`src/rtl/irq_seq_pkg.sv`:
```
package irq_seq_pkg;
  typedef enum logic [2:0] {
    SEQ_IDLE,
    SEQ_PUSH_PC,
    SEQ_PUSH_SR,
    SEQ_VEC,
    SEQ_POP_SR,
    SEQ_POP_PC
  } seq_state_e;
endpackage

```
`src/rtl/irq_prio_arb.sv`:
```
module irq_prio_arb #(
  parameter int NUM_IRQ = 16,
  parameter int IDW     = $clog2(NUM_IRQ)
) (
  input  logic [NUM_IRQ-1:0] irq_i,
  input  logic               en_i,
  output logic               valid_o,
  output logic [IDW-1:0]     idx_o
);
  logic any;

  // last hit in an ascending scan is the highest index
  always_comb begin
    any   = 1'b0;
    idx_o = '0;
    for (int i = 0; i < NUM_IRQ; i++) begin
      if (irq_i[i]) begin
        any   = 1'b1;
        idx_o = IDW'(i);
      end
    end
  end

  assign valid_o = any & en_i;

  always_comb begin
    if (valid_o) begin
      assert_top_pick_R2: assert (irq_i[idx_o] && ((irq_i >> idx_o) >> 1) == '0);
    end
    assert_gie_gate_R5: assert (en_i || !valid_o);
  end
endmodule

```
`src/rtl/irq_stack_seq.sv`:
```
module irq_stack_seq
  import irq_seq_pkg::*;
#(
  parameter int AW      = 16,
  parameter int DW      = 16,
  parameter int IDW     = 4,
  parameter int NUM_IRQ = 16,
  parameter int GIE_BIT = 3
) (
  input  logic           clk_i,
  input  logic           rst_ni,
  input  logic           boundary_i,
  input  logic           take_i,
  input  logic [IDW-1:0] id_i,
  input  logic           reti_i,
  input  logic [AW-1:0]  pc_i,
  input  logic [DW-1:0]  sr_i,
  input  logic [AW-1:0]  sp_i,
  output logic           mem_req_o,
  output logic           mem_we_o,
  output logic [AW-1:0]  mem_addr_o,
  output logic [DW-1:0]  mem_wdata_o,
  input  logic [DW-1:0]  mem_rdata_i,
  output logic           ctx_we_o,
  output logic [AW-1:0]  pc_o,
  output logic [DW-1:0]  sr_o,
  output logic [AW-1:0]  sp_o,
  output logic           ack_o,
  output logic [IDW-1:0] ack_id_o,
  output logic           busy_o
);
  localparam int unsigned VEC_BASE_I = (1 << AW) - 2 * NUM_IRQ;
  localparam logic [AW-1:0] VEC_BASE = AW'(VEC_BASE_I);
  localparam logic [AW-1:0] WSTEP    = AW'(2);
  localparam logic [DW-1:0] GIE_MASK = DW'(1) << GIE_BIT;

  seq_state_e     state_q;
  logic [IDW-1:0] id_q;
  logic [AW-1:0]  sp_q, pc_q;
  logic [DW-1:0]  sr_q;

  always_ff @(posedge clk_i or negedge rst_ni) begin
    if (!rst_ni) begin
      state_q <= SEQ_IDLE;
      id_q    <= '0;
      sp_q    <= '0;
      pc_q    <= '0;
      sr_q    <= '0;
    end else begin
      unique case (state_q)
        SEQ_IDLE: begin
          if (reti_i) begin
            sp_q    <= sp_i;
            state_q <= SEQ_POP_SR;
          end else if (boundary_i && take_i) begin
            id_q    <= id_i;
            pc_q    <= pc_i;
            sr_q    <= sr_i;
            sp_q    <= sp_i - WSTEP;
            state_q <= SEQ_PUSH_PC;
          end
        end
        SEQ_PUSH_PC: begin
          sp_q    <= sp_q - WSTEP;
          state_q <= SEQ_PUSH_SR;
        end
        SEQ_PUSH_SR: state_q <= SEQ_VEC;
        SEQ_VEC:     state_q <= SEQ_IDLE;
        SEQ_POP_SR: begin
          sr_q    <= mem_rdata_i;
          sp_q    <= sp_q + WSTEP;
          state_q <= SEQ_POP_PC;
        end
        SEQ_POP_PC:  state_q <= SEQ_IDLE;
        default:     state_q <= SEQ_IDLE;
      endcase
    end
  end

  always_comb begin
    mem_req_o   = state_q != SEQ_IDLE;
    mem_we_o    = (state_q == SEQ_PUSH_PC) || (state_q == SEQ_PUSH_SR);
    mem_addr_o  = (state_q == SEQ_VEC) ? VEC_BASE + AW'({id_q, 1'b0}) : sp_q;
    mem_wdata_o = (state_q == SEQ_PUSH_PC) ? DW'(pc_q) :
                  (state_q == SEQ_PUSH_SR) ? sr_q : '0;
  end

  assign ctx_we_o = (state_q == SEQ_VEC) || (state_q == SEQ_POP_PC);
  assign pc_o     = AW'(mem_rdata_i);
  assign sr_o     = (state_q == SEQ_VEC) ? (sr_q & ~GIE_MASK) : sr_q;
  assign sp_o     = (state_q == SEQ_POP_PC) ? sp_q + WSTEP : sp_q;
  assign ack_o    = state_q == SEQ_VEC;
  assign ack_id_o = id_q;
  assign busy_o   = state_q != SEQ_IDLE;

  assert_push_order_R3: assert property (@(posedge clk_i) disable iff (!rst_ni)
    (state_q == SEQ_PUSH_PC) |=> (mem_we_o && mem_addr_o == $past(mem_addr_o) - WSTEP));

  assert_pop_order_R4: assert property (@(posedge clk_i) disable iff (!rst_ni)
    (state_q == SEQ_POP_SR) |=> (!mem_we_o && mem_addr_o == $past(mem_addr_o) + WSTEP));

  assert_gie_clr_R6: assert property (@(posedge clk_i) disable iff (!rst_ni)
    ack_o |-> !sr_o[GIE_BIT]);

  assert_no_preempt_R8: assert property (@(posedge clk_i) disable iff (!rst_ni)
    (busy_o && !ctx_we_o) |=> (busy_o && $stable(id_q)));

  assert_entry_len_R9: assert property (@(posedge clk_i) disable iff (!rst_ni)
    (state_q == SEQ_PUSH_PC) |=> ##1 (ctx_we_o && ack_o));

  assert_ret_read_R10: assert property (@(posedge clk_i) disable iff (!rst_ni)
    (!busy_o && reti_i) |=> (mem_req_o && !mem_we_o && !ack_o));
endmodule

```
`src/rtl/irq_vector_seq.sv`:
```
module irq_vector_seq #(
  parameter int NUM_IRQ = 16,
  parameter int AW      = 16,
  parameter int DW      = 16,
  parameter int GIE_BIT = 3,
  localparam int IDW    = $clog2(NUM_IRQ)
) (
  input  logic               clk_i,
  input  logic               rst_ni,
  input  logic [NUM_IRQ-1:0] irq_i,
  input  logic               boundary_i,
  input  logic               reti_i,
  input  logic [AW-1:0]      pc_i,
  input  logic [DW-1:0]      sr_i,
  input  logic [AW-1:0]      sp_i,
  output logic               mem_req_o,
  output logic               mem_we_o,
  output logic [AW-1:0]      mem_addr_o,
  output logic [DW-1:0]      mem_wdata_o,
  input  logic [DW-1:0]      mem_rdata_i,
  output logic               ctx_we_o,
  output logic [AW-1:0]      pc_o,
  output logic [DW-1:0]      sr_o,
  output logic [AW-1:0]      sp_o,
  output logic               ack_o,
  output logic [IDW-1:0]     ack_id_o,
  output logic               busy_o
);
  logic           take;
  logic [IDW-1:0] pick;

  irq_prio_arb #(.NUM_IRQ(NUM_IRQ), .IDW(IDW)) u_arb (
    .irq_i   (irq_i),
    .en_i    (sr_i[GIE_BIT]),
    .valid_o (take),
    .idx_o   (pick)
  );

  irq_stack_seq #(
    .AW(AW), .DW(DW), .IDW(IDW), .NUM_IRQ(NUM_IRQ), .GIE_BIT(GIE_BIT)
  ) u_seq (
    .clk_i       (clk_i),
    .rst_ni      (rst_ni),
    .boundary_i  (boundary_i),
    .take_i      (take),
    .id_i        (pick),
    .reti_i      (reti_i),
    .pc_i        (pc_i),
    .sr_i        (sr_i),
    .sp_i        (sp_i),
    .mem_req_o   (mem_req_o),
    .mem_we_o    (mem_we_o),
    .mem_addr_o  (mem_addr_o),
    .mem_wdata_o (mem_wdata_o),
    .mem_rdata_i (mem_rdata_i),
    .ctx_we_o    (ctx_we_o),
    .pc_o        (pc_o),
    .sr_o        (sr_o),
    .sp_o        (sp_o),
    .ack_o       (ack_o),
    .ack_id_o    (ack_id_o),
    .busy_o      (busy_o)
  );
endmodule

```
`config.mk`:
```
export PLATFORM = sky130hd
export DESIGN_NAME = irq_vector_seq
export DESIGN_NICKNAME = d
export VERILOG_FILES = /design/src/rtl/irq_seq_pkg.sv /design/src/rtl/irq_prio_arb.sv /design/src/rtl/irq_stack_seq.sv /design/src/rtl/irq_vector_seq.sv
export SDC_FILE = /design/constraint.sdc
export NUM_CORES = 1
export LEC_CHECK = 0
export CAP_MARGIN = 30
export CORE_MARGIN = 5
export CORE_UTILIZATION = 60
export CTS_BUF_LIST = sky130_fd_sc_hd__clkbuf_4
export DETAILED_ROUTE_END_ITERATION = 10
export DONT_BUFFER_PORTS = 1
export PLACE_DENSITY = 0.86
export SETUP_SLACK_MARGIN = 0.15
export SLEW_MARGIN = 20
export SYNTH_ARGS = -nofsm -noshare
export SYNTH_HDL_FRONTEND = slang
export SYNTH_SLANG_ARGS = --single-unit
export TNS_END_PERCENT = 5
```
`constraint.sdc`:
```
create_clock -name clk_i -period 3.75 [get_ports clk_i]
set_input_delay 0.1875 -clock clk_i [delete_from_list [all_inputs] [get_ports clk_i]]
set_output_delay 0.1875 -clock clk_i [all_outputs]
set_load 0.05 [all_outputs]
```
## Word level (Yosys, flattened, before mapping)

Cells that the tools add are included.

- Input bits: 84
- Bits in registers: 55
- Logic and storage cells: 74

- $add $sub $neg: 4
- Bitwise operators: 2
- Eq/ne operators: 8
- Reductions and logical operators: 10
- Mux-type cells: 45

Operators by type and width:

| kind | count |
|---|---|
| $mux W16 | 8 |
| $pmux W16 S3 | 1 |
| $mux W4 | 9 |
| $pmux W16 S2 | 1 |
| $sub A16 B2 Y16 const B | 2 |
| $mux W3 | 6 |
| $mux W1 | 17 |
| $add A16 B2 Y16 const B | 1 |
| $pmux W3 S4 | 1 |
| $add A6 B6 Y7 const A | 1 |
| $eq A3 B2 Y1 const B | 2 |
| $eq A3 B3 Y1 const B | 2 |
| $reduce_and A3 Y1 | 2 |
| $reduce_bool A3 Y1 | 2 |
| $mux W2 | 2 |
| $eq A3 B1 Y1 const B | 1 |
| $logic_not A3 Y1 | 1 |
| $ne A3 B2 Y1 const B | 1 |
| $logic_or A1 B1 Y1 | 2 |
| $ne A2 B1 Y1 const B | 1 |
| $ne A2 B2 Y1 const B | 1 |
| $reduce_and A2 Y1 | 1 |
| $reduce_bool A2 Y1 | 1 |
| $and A1 B1 Y1 | 1 |
| other kinds (2) | 2 |

## Logic depth before layout (Yosys ltp)

- Word-level depth: 21
- Mapped depth: 9
- Mapped depth without buffers: 8

## By module

From an unflattened synthesis, not the netlist that was laid out.

- Cells, all modules: 484
- Area, all modules: 4221.5 µm²

Modules (own cells, without submodules):

| module | cells each | area an instance (µm²) | instances |
|---|---|---|---|
| irq_stack_seq | 455 | 4048.9 | 1 |
| irq_prio_arb | 29 | 172.7 | 1 |

## Worst setup path before layout

No wires, ideal clock.

- Path type: register -> output
- From: register u_seq.state_q[2]
- To: output mem_addr_o[1]
- Required time: 3.562 ns
- Stages on the path, launching flop included: 6
- Slack: 1.098 ns
- Data arrival time: 2.465 ns
- Cells stage by stage: dfrtp_1 -> buf_2 -> clkbuf_1 -> nand3b_1 -> inv_1 -> o21ai_0

- Cells in the longest elaborated chain, start to end: 2

RTL lines:

| element | RTL line | source |
|---|---|---|
| start: declaration | irq_stack_seq.sv:37 | `seq_state_e state_q;` |
| start signal: assignment | irq_stack_seq.sv:44 | `state_q <= SEQ_IDLE;` |
| start signal: assignment | irq_stack_seq.sv:54 | `state_q <= SEQ_POP_SR;` |
| start signal: assignment | irq_stack_seq.sv:60 | `state_q <= SEQ_PUSH_PC;` |
| $eq A3 B2 Y1 | -- |  |
| net ack_o | irq_vector_seq.sv:25 | `output logic ack_o,` |
| $mux W16 | irq_stack_seq.sv:83 | `mem_addr_o = (state_q == SEQ_VEC) ? VEC_BASE + AW'({id_q, 1'b0}) : sp_q;` |
| end: declaration | irq_vector_seq.sv:18 | `output logic [AW-1:0] mem_addr_o,` |

The timed path passes the listed nets, and every way through them passes these cells.

## Final worst setup path

- From: register u_seq.sp_q[4]
- To: output sp_o[14]

- Cells in the longest elaborated chain, start to end: 2

RTL lines:

| element | RTL line | source |
|---|---|---|
| start: declaration | irq_stack_seq.sv:39 | `logic [AW-1:0] sp_q, pc_q;` |
| start signal: assignment | irq_stack_seq.sv:53 | `sp_q <= sp_i;` |
| start signal: assignment | irq_stack_seq.sv:59 | `sp_q <= sp_i - WSTEP;` |
| start signal: assignment | irq_stack_seq.sv:64 | `sp_q <= sp_q - WSTEP;` |
| $add A16 B2 Y16 | irq_stack_seq.sv:91 | `assign sp_o = (state_q == SEQ_POP_PC) ? sp_q + WSTEP : sp_q;` |
| $mux W16 | irq_stack_seq.sv:91 |  |
| end: declaration | irq_vector_seq.sv:24 | `output logic [AW-1:0] sp_o,` |

Every way passes these cells.

==> run metrics <==
WS Path Type flip-flop to primary output; GR Util All Layers roughly 28%; first-pass detailed-route iteration total 5; Starting Density 61.4%; clk sink count 55; worst path cell trace nand2_1 > nor3_1 > nand4_1 > nor2_1 > xnor2_1 > buf_4; Synthesized Nets 596; slew margin rel. about a third; cell area after layout 4670 um2; distinct cell type count after synthesis about 60; FMAX 344 MHz; fin crit period about 2.9 ns; Clock Path Buffers 2; outcome complete, no violations; Pins Over Slew Limit 0; first-pass GRT wire length slightly below 20 mm; Tot Pwr 0.00512 W; vias in the first global route 3951; vias around 4k; post-route ant nets 0; synth top area cells dfrtp_1 (33%), buf_4 (6.0%), nand2_1 (5.7%); Pwr per Cell Area 1090 nW/um2; share of cells above drive strength 1 10.9%; Core ar. between 6000 and 7000 um2; Worst EP arrival roughly 2.7 ns; nature of the critical path endpoint primary output; gr ovfl total 0; CP max-delay cell dfrtp_1; Hold Crit Class input pin to flip-flop; crit share post-route between 70% and 80%; top cell family by delay on the critical path simple AND/OR/NAND/NOR gates; # IOs 173; post-synthesis sequential area ratio between 30% and 40%; clock slew at reported path FFs between 0.15 and 0.2 ns; First DRT Iteration DRCs around 290; detail-routed net length per standard cell between 20 and 25 um; EDFF count, synth 0; Via density ~6.6; chip height 93.2 um; dpl cells ~540; drt total wl between 10 and 15 mm; TNS Setup 0 ns; CTS resizes 0; Nets 609; full die area 8680 um2; DR DRC count 0; critical path fanouts, max 15; largest net degree at the start of global routing 56; Chip Width about 93 um; max cap viols 0; # rows 30; HPWL after DPL about 8.5 mm; commonest register cell after synthesis dfrtp_1; Post-Syn Instances around 500; final count of hold timing violations 0; Bufs and invs on worst path 1; RSZ-0062 raised after global routing false; CP startpoint kind flip-flop; #FFs+latches synth 55; Netlist Area Pre-Place a little over 4000 um2; worst skew pair latency around 0.40 ns; largest area contributor in the netlist dfrtp_1; ys async rst share 100%; slew at the pin closest to its max-slew limit 1.01 ns; CTS tree built; top-area cell type share of the netlist area between 30 and 40%; Root Driver clkbuf_4; DP Area about 4000 um2; initial antenna violation count 0; VDD IR-drop max ~0.00057 V; area grow syn2layout 12.6%; Non-Filler Instances between 600 and 700; WP data required 3.56 ns; CP peak stage delay between 0.6 and 0.7 ns; final setup fails 0; # H-tree levels 2; hold slack between 0.015 and 0.02 ns; syn avg cell area between 8 and 9 um2; Syn. warnings 0; routability cong. 0.977; Setup Skew just over 0.008 ns; I/O Buffers 0; Num CTS Buffers 5; LEAKAGE 1.84 nW
-- layer usage --
layer / GRT usage, % / wire length [um] / vias to the layer above / part of all wire, %
met1: 33.9 / 4480 / 1897 / 36
met2: 47.9 / 6270 / 275 / 51
met3: 5.87 / 1240 / 38 / 10
met4: 11.0 / 350 / 0 / 2.8
li1: - / - / 1804 / -
met5: 0 / 0 / - / 0
-- report_power, final --
group / switching, W / internal (W) / leakage, nW / total (W)
clock network: 0.000207 / 0.0000836 / 0.0323 / 0.000291
registers: 0.000806 / 0.000880 / 0.641 / 0.00169
logic: 0.00214 / 0.00100 / 1.17 / 0.00314
-- worst paths after layout --
path,from,endpoint,slack (ns),cells past startpoint
min in group asynchronous,rst_ni,u_seq.sp_q[10],0.31,2
worst max-delay path,u_seq.sp_q[4],sp_o[14],0.85,6
worst min-delay path,irq_i[9],u_seq.ack_id_o[3],0.02,2
max in group asynchronous,rst_ni,u_seq.sp_q[6],3.22,2
worst min register to register,u_seq.pc_q[14],u_seq.pc_q[14],0.54,1
worst max register to register,u_seq.state_q[0],u_seq.sr_q[8],1.09,6
-- synthesized netlist by cell type (all sizes together) (2+ instances only) --
| cell type | number |
|---|---|
| o211ai | 2 |
| xor2 | 13 |
| nand4 | 4 |
| a21oi | 18 |
| nand2b | 13 |
| and3 | 2 |
| o221ai | 2 |
| mux2 | 17 |
| o22ai | 6 |
| nand2 | 63 |
| a211oi | 5 |
| clkbuf | 28 |
| dfrtp | 55 |
| nor2b | 7 |
| nand3 | 6 |
| nor2 | 48 |
| nor4 | 11 |
| nor3 | 22 |
| a41oi | 2 |
| a31oi | 20 |
| a22o | 18 |
| o32ai | 2 |
| and2 | 6 |
| nand3b | 4 |
| o21a | 2 |
| o21ai | 21 |
| a221oi | 3 |
| nor3b | 3 |
| or2 | 5 |
| or3 | 3 |
| o41ai | 3 |
| xnor2 | 20 |
| ha | 3 |
| buf | 44 |
| inv | 9 |
| or4 | 4 |
-- state kept, by name, summed over array words and instances, names as in the netlist --
name	cells
u_seq.sp_q	16
u_seq.pc_q	16
u_seq.state_q	3
u_seq.sr_q	16
u_seq.ack_id_o	4
-- metrics by stage --
stage	util, %	setup WS (ns)
2_1_floorplan	-	1.10
3_3_place_gp	58.7	1.36
3_5_place_dp	59.1	1.32
4_1_cts	68.9	0.742
5_1_grt	69.1	0.623
6_report	69.2	0.847
-- cell type report --
class	instances	area [um2]
antenna	1	2.50
clock buffer	6	45.0
clock inverter	2	16.3
fill	542	2080
inverter	9	33.8
multi-input combinational	373	2340
sequential	55	1380
tap	80	100
timing repair buffer	78	756
-- timing repair --
| action | 4_1_cts | 5_1_grt |
|---|---|---|
| buffers inserted | 0 | 0 |
| hold endpoints to repair | 93 | 0 |
| hold buffers | 58 | 0 |
| setup endpoints to repair | 0 | 0 |
-- placed cells by master (no fill, tap or decap), types with 3 or more instances in the layout --
cell and count:
clkbuf_4 6, inv_1 9, nor3_1 22, a221oi_1 3
o21ai_0 16, o22ai_1 6, a211oi_1 5, nand3_1 6
xnor2_1 20, nand3b_1 4, dfrtp_1 55, mux2_2 17
a21oi_1 18, ha_1 3, and2_1 6, a31oi_1 20
or4_1 3, or3_1 3, nand2_1 63, nor4_1 11
nand2b_1 13, dlygate4sd3_1 57, buf_4 19, nor2_1 48
nor2b_1 7, o21ai_1 4, xor2_1 13, nand4_1 4
a22o_1 18, or2_2 3
-- logic make-up after synthesis --
logic type,Yosys count,synth area share (%)
AOI/OAI and AO/OA,115,19.2
xor gates and xnor gates,33,6.96
DFF,55,33.2
buffers and inverters,81,10.9
muxes,17,4.61
adders and majority gates,3,0.905
and+or+nand+nor,205,24.2
Power figures use the tool's default switching activity.
